--- src/rtl/lsr_pkg.sv ---
// Shared types for the receive line status block.
// Assumes: one stored entry is a byte plus three tag bits.
package lsr_pkg;

    localparam int DATA_W = 8;

    // One queued character with its error tags (11 bits).
    typedef struct packed {
        logic              brk;
        logic              ferr;
        logic              perr;
        logic [DATA_W-1:0] data;
    } rx_entry_t;

    localparam int ENTRY_W = $bits(rx_entry_t);

endpackage

--- src/rtl/lsr_rx_fifo.sv ---
// Circular queue of tagged receive characters.
// Assumes: DEPTH is a power of two; push is only asserted when room exists
// (the caller gates it); single_mode is static while data is held.
module lsr_rx_fifo
    import lsr_pkg::*;
#(
    parameter int DEPTH = 32,
    localparam int AW   = $clog2(DEPTH),
    localparam int LW   = AW + 1
) (
    input  logic      clk,
    input  logic      rst_n,
    input  logic      single_mode,
    input  logic      push,
    input  rx_entry_t wr_entry,
    input  logic      pop,
    output rx_entry_t head,
    output logic      empty,
    output logic      full,
    output logic [LW-1:0] level
);

    rx_entry_t       mem [DEPTH];
    logic [AW-1:0]   wr_ptr;
    logic [AW-1:0]   rd_ptr;
    logic            do_pop;

    assign do_pop = pop && !empty;

    // Write the incoming entry into storage.
    always_ff @(posedge clk) begin
        if (push) begin
            mem[wr_ptr] <= wr_entry;
        end
    end

    // Advance pointers and track occupancy.
    always_ff @(posedge clk) begin
        if (!rst_n) begin
            wr_ptr <= '0;
            rd_ptr <= '0;
            level  <= '0;
        end else begin
            if (push) begin
                wr_ptr <= wr_ptr + AW'(1);
            end
            if (do_pop) begin
                rd_ptr <= rd_ptr + AW'(1);
            end
            case ({push, do_pop})
                2'b10:   level <= level + LW'(1);
                2'b01:   level <= level - LW'(1);
                default: level <= level;
            endcase
        end
    end

    // Occupancy flags and head view.
    always_comb begin
        empty = (level == '0);
        full  = single_mode ? (level != '0) : (level == LW'(DEPTH));
        head  = empty ? '0 : mem[rd_ptr];
    end

endmodule

--- src/rtl/lsr_err_tally.sv ---
// Counts queued entries that carry any error tag.
// Assumes: inc/dec already qualified by an actual push/pop.
module lsr_err_tally #(
    parameter int CW = 6
) (
    input  logic          clk,
    input  logic          rst_n,
    input  logic          inc,
    input  logic          dec,
    output logic          any_err,
    output logic [CW-1:0] tally
);

    // Up/down count; a simultaneous inc and dec leaves it unchanged.
    always_ff @(posedge clk) begin
        if (!rst_n) begin
            tally <= '0;
        end else begin
            case ({inc, dec})
                2'b10:   tally <= tally + CW'(1);
                2'b01:   tally <= tally - CW'(1);
                default: tally <= tally;
            endcase
        end
    end

    // Any tagged entry present.
    assign any_err = (tally != '0);

endmodule

--- src/rtl/lsr_break_gate.sv ---
// Collapses a break event into one accepted completion and blocks
// further completions until the receive line is seen idle high.
// Assumes: rx_line is already synchronised to clk.
module lsr_break_gate (
    input  logic clk,
    input  logic rst_n,
    input  logic rx_done,
    input  logic rx_brk,
    input  logic rx_line,
    output logic accept,
    output logic locked
);

    // A completion passes only when no break is pending.
    assign accept = rx_done && !locked;

    // Arm on an accepted break, release on idle line.
    always_ff @(posedge clk) begin
        if (!rst_n) begin
            locked <= 1'b0;
        end else if (accept && rx_brk) begin
            locked <= 1'b1;
        end else if (rx_line) begin
            locked <= 1'b0;
        end
    end

endmodule

--- src/rtl/uart_rx_lsr.sv ---
// Receive line status block: tagged receive queue, overrun flag,
// break collapsing, global error flag, transmit flags and interrupt.
// Assumes: fifo_mode only changes while the queue is empty.
module uart_rx_lsr
    import lsr_pkg::*;
#(
    parameter int DEPTH = 32,
    parameter int TXW   = 6,
    localparam int LW   = $clog2(DEPTH) + 1
) (
    input  logic           clk,
    input  logic           rst_n,
    input  logic           fifo_mode,
    input  logic           rx_done,
    input  logic [7:0]     rx_data,
    input  logic           rx_perr,
    input  logic           rx_ferr,
    input  logic           rx_brk,
    input  logic           rx_line,
    input  logic           host_rd_data,
    input  logic           host_rd_lsr,
    input  logic           lsi_en,
    input  logic [TXW-1:0] tx_level,
    input  logic           tx_shift_busy,
    output logic [7:0]     rd_data,
    output logic [7:0]     lsr,
    output logic           lsi_irq
);

    logic          accept;
    logic          brk_lock;
    logic          q_empty;
    logic          q_full;
    logic [LW-1:0] q_level;
    logic          pop;
    logic          room;
    logic          push;
    logic          ovr_evt;
    logic          ovr_q;
    logic          any_err;
    logic [LW-1:0] err_tally;
    rx_entry_t     new_entry;
    rx_entry_t     head;

    lsr_break_gate u_brk (
        .clk     (clk),
        .rst_n   (rst_n),
        .rx_done (rx_done),
        .rx_brk  (rx_brk),
        .rx_line (rx_line),
        .accept  (accept),
        .locked  (brk_lock)
    );

    // Build the entry to store: a break stores a zero byte, break tag only.
    always_comb begin
        if (rx_brk) begin
            new_entry = '{brk: 1'b1, ferr: 1'b0, perr: 1'b0, data: '0};
        end else begin
            new_entry = '{brk: 1'b0, ferr: rx_ferr, perr: rx_perr, data: rx_data};
        end
    end

    // Push is allowed when space exists or a pop frees a slot this cycle.
    always_comb begin
        pop     = host_rd_data && !q_empty;
        room    = !q_full || pop;
        push    = accept && room;
        ovr_evt = accept && !room;
    end

    lsr_rx_fifo #(.DEPTH(DEPTH)) u_fifo (
        .clk         (clk),
        .rst_n       (rst_n),
        .single_mode (!fifo_mode),
        .push        (push),
        .wr_entry    (new_entry),
        .pop         (pop),
        .head        (head),
        .empty       (q_empty),
        .full        (q_full),
        .level       (q_level)
    );

    lsr_err_tally #(.CW(LW)) u_tally (
        .clk     (clk),
        .rst_n   (rst_n),
        .inc     (push && (new_entry.brk || new_entry.ferr || new_entry.perr)),
        .dec     (pop && (head.brk || head.ferr || head.perr)),
        .any_err (any_err),
        .tally   (err_tally)
    );

    // Overrun flag: set by a dropped character, cleared by a status read.
    always_ff @(posedge clk) begin
        if (!rst_n) begin
            ovr_q <= 1'b0;
        end else if (ovr_evt) begin
            ovr_q <= 1'b1;
        end else if (host_rd_lsr) begin
            ovr_q <= 1'b0;
        end
    end

    // Assemble the status word, head data and interrupt request.
    always_comb begin
        lsr[0]  = !q_empty;
        lsr[1]  = ovr_q;
        lsr[2]  = head.perr;
        lsr[3]  = head.ferr;
        lsr[4]  = head.brk;
        lsr[5]  = (tx_level == '0);
        lsr[6]  = (tx_level == '0) && !tx_shift_busy;
        lsr[7]  = any_err;
        rd_data = head.data;
        lsi_irq = lsi_en && (ovr_q || head.perr || head.ferr || head.brk);
    end

endmodule

--- config.mk ---
export PLATFORM = sky130hd
export DESIGN_NAME = uart_rx_lsr
export DESIGN_NICKNAME = d
export VERILOG_FILES = /design/src/rtl/lsr_pkg.sv /design/src/rtl/lsr_rx_fifo.sv /design/src/rtl/lsr_err_tally.sv /design/src/rtl/lsr_break_gate.sv /design/src/rtl/uart_rx_lsr.sv
export SDC_FILE = /design/constraint.sdc
export NUM_CORES = 1
export LEC_CHECK = 0
export BUFFER_PORTS_ARGS = -buffer_cell sky130_fd_sc_hd__buf_2
export CAP_MARGIN = 10
export CORE_UTILIZATION = 35
export CTS_CLUSTER_DIAMETER = 80
export DETAILED_ROUTE_END_ITERATION = 7
export GPL_TIMING_DRIVEN = 0
export PLACE_DENSITY = 0.61
export SLEW_MARGIN = 5
export SYNTH_ARGS = -nofsm -noshare
export SYNTH_HDL_FRONTEND = slang
export SYNTH_SLANG_ARGS = --single-unit
--- constraint.sdc ---
create_clock -name clk -period 7.4 [get_ports clk]
set_input_delay 0 -clock clk [delete_from_list [all_inputs] [get_ports clk]]
set_output_delay 0 -clock clk [all_outputs]
set_load 0.03 [all_outputs]
==> results.yml <==
clock_network:
  htree_num_levels: 2
  cts_inserted_buffers: 38
  cts_max_path_buffers: 3
  postCtsSetupBuffers: 0
  cts_tree: "yes"
  clock_sinks: 381
  worstSkewPairLatency_ns: 0.53
  clkTransAtPathRegs_ns: 0.06
  cts_root_buffer: "clkbuf_16"
finish:
  diodes: 0
  fillers: 3841
  fin_nets: 937
  drive_gt1_frac: 0.2849
  area_growth_pct: 17.39
  fin_util: 0.4165
  finalInstanceArea_mm2: 0.01790
grt:
  track_usage: 0.1521
  grt_pass1_wl_um: 49430
  grtUsageMet3: 0.02096
  grt.overflow.total: 0
  met2_usage: 0.2589
  top_usage_layer: "met2"
  antenna_found_initial: 0
  grt_pass1_vias: 7741
  grt_max_degree: 36
  grtUsageMet1: 0.2041
sta:
  tightest_slew_ns: 1.202
  max_freq_mhz: 218.3
  timing.setup.tns_ns: 0
  finClkSkew_ns: 0.01406
  rsz0062_at_grt: "no"
  setup-violations-final: 0
  final_hold_viol_count: 0
  slew_violations: 0
  min_period_over_period: 0.6191
  holdWs_ns: 0.07835
  fin_crit_ns: 4.582
  relSlewSlack: 0.1960
status:
  status: "completed"
power_and_ir_drop:
  vdd_ir_drop_max_mv: 0.1904
  power-per-cell-area_mw_per_mm2: 320.6
  p_sw_frac: 0.2903
  cellInternalPower_uw: 4074
  leakage_uw: 0.005832
  p_switching_uw: 1666
  seqPwrFrac: 0.430
  pwr-share-comb: 0.241
  p_total_uw: 5740
  pwr-share-clk: 0.328
worst_setup_path:
  critPathMostFrequentCell: "mux2i_1"
  critPathKind: "register to register"
  regToRegEndpoint: "u_tally.tally[5]"
  crit_arrival_ns: 5.04
  regToRegSetupSlack_ns: 2.82
  required_ns: 7.86
  cp_num_buf_inv: 2
  worstPathMaxFanout: 10
  worstSetupStartpointType: "register"
  crit_family: "compound AO/OA/AOI/OAI gates"
  crit_path_end_kind: "register"
  cpMaxStageDelayCell: "clkbuf_1"
  path_cells: "buf_2 -> clkbuf_1 -> mux4_2 -> mux2i_1 -> a311oi_1 -> o31a_1 -> ha_1 -> ha_1 -> a21o_1 -> a21oi_1 -> o21bai_1 -> a21oi_1 -> mux2i_1 -> mux2i_1"
  reg2reg_depth: 14
  crit_path_max_incr_delay_ns: 0.89
synth:
  avgSynthCellArea_um2: 19.73
  async_flop_share: 0
  ys_top_cells_by_area: "edfxtp_1 (69%), mux4_2 (14%), dfxtp_1 (3.8%)"
  syn-num-nets: 816
  synth.top_cell.area_share: 0.6931
  ys_seq_area_frac: 0.7312
  synth_top_area_cell: "edfxtp_1"
  syn_area_mm2: 0.01525
  synthDistinctLibCells: 49
  ys_ff_latch: 381
  synth-main-ff-cell: "edfxtp_1"
  synth_cells: 773
  yosysWarnings: 0
  synth_edf_count: 352
detailed_routing:
  first_iter_violations: 695
  wire_per_inst_um: 21.79
  drt-pass1-iter-count: 5
  viasPerCell: 5.025
  routed-via-count: 7578
  routed_wirelength_um: 32860
  drc_errors: 0
  antenna_left: 0
place:
  place_hpwl_um: 21790
  io_buffers: 42
  dpl_cell_area_mm2: 0.01650
  gp_congestion: 0.7849
die:
  die_h_um: 210.7
  coreArea_mm2: 0.04298
  pin_count: 43
  die_area_mm2: 0.04441
  start_util: 0.3548
  row_count: 76
  die_w_um: 210.7
hold_path:
  min_to: "u_fifo.mem[11][10]"
  holdPathStages: 1
  min_from: "rx_brk"
  hp-class: "input pin to register"
flow_run:
  max_cap_viol_count: 0
-- flip-flops by register name, indices dropped and copies added (netlist names), named ones only --
signal	cells
u_fifo.mem	352
u_fifo.level	6
u_tally.tally	6
u_fifo.rd_ptr	5
u_fifo.wr_ptr	5
ovr_q	1
u_brk.locked	1
-- through the flow --
step                      cells  worst slack [ns]
final                      1508             2.818
after CTS                  1505             2.777
after global placement     1400             2.841
after floorplan             773             3.281
after detailed placement   1421             2.789
after global routing       1508             2.490
-- placed cells by master (no fill, tap or decap), types with 9 or more instances in the layout --
cell           netlist  routed
and2_1              17      17
buf_2               13      55
buf_4                3      13
buf_8                0      11
clkbuf_1            14      20
clkbuf_16            0      39
clkinv_2             0       9
dfxtp_1             29      29
dlygate4sd3_1        0      15
edfxtp_1           352     352
ha_1                15      15
inv_1               13      13
mux2i_1             32      32
mux4_2              98      98
nand2_1             21      21
nor2_1              53      44
nor2_2               0       9
nor2b_2              0      10
xnor2_1             12      12
-- Yosys cell counts, types with 12 or more instances --
cell type	instances
dfxtp_1	29
inv_1	13
nor2_1	53
mux2i_1	32
and2_1	17
edfxtp_1	352
ha_1	15
nand2_1	21
clkbuf_1	14
xnor2_1	12
nor2b_1	18
mux4_2	98
buf_2	13
-- logic make-up after synthesis --
group,share of synthesized area
buffers and inverters,0.01485
adder cells (fa/ha/maj),0.01493
flip-flops,0.7312
AO/OA/AOI/OAI,0.01969
XOR/XNOR,0.008615
multiplexers,0.1680
AND/OR/NAND/NOR,0.04275
-- power groups by stage --
stage | logic [uW] | clock network [uW] | registers, uW
2_1_floorplan | 994 | 0 | 2500
3_3_place_gp | 1360 | 0 | 2520
3_5_place_dp | 1390 | 0 | 2520
4_1_cts | 1410 | 1920 | 2470
5_1_grt | 1500 | 2000 | 2480
6_report | 1390 | 1890 | 2470
-- worst max path at each step --
stage          depth (start not counted)          endpoint  slack, ns      from
2_1_floorplan                         16  u_tally.tally[5]       3.28  register
3_3_place_gp                          16  u_tally.tally[5]       2.84  register
3_5_place_dp                          14  u_tally.tally[5]       2.79  register
4_1_cts                               14  u_tally.tally[5]       2.78  register
5_1_grt                               14  u_tally.tally[5]       2.49  register
6_report                              14  u_tally.tally[5]       2.82  register
-- what timing repair did --
item	in CTS	in global routing
endpoints found under the hold margin	80	0
hold buffers	15	0
gates resized for setup	0	0
-- final cells by class --
class / count / area [um^2] / share of cell area
buffer: 38 / 170.2 / 0.009506
clock buffer: 48 / 1027 / 0.05738
clock inverter: 21 / 193.9 / 0.01083
inverter: 15 / 56.30 / 0.003145
multi-input combinational: 339 / 3920 / 0.2190
sequential: 381 / 11150 / 0.6229
tap: 585 / 732.0 / 0.04089
timing repair buffer: 81 / 650.6 / 0.03635
-- per-layer routing --
layer	vias up	routed length, um
met4	0	686
met2	218	16470
met3	44	1633
met1	3965	14070
met5	-	0
li1	3351	-
Note: power is estimated with default switching activity, not from simulation.
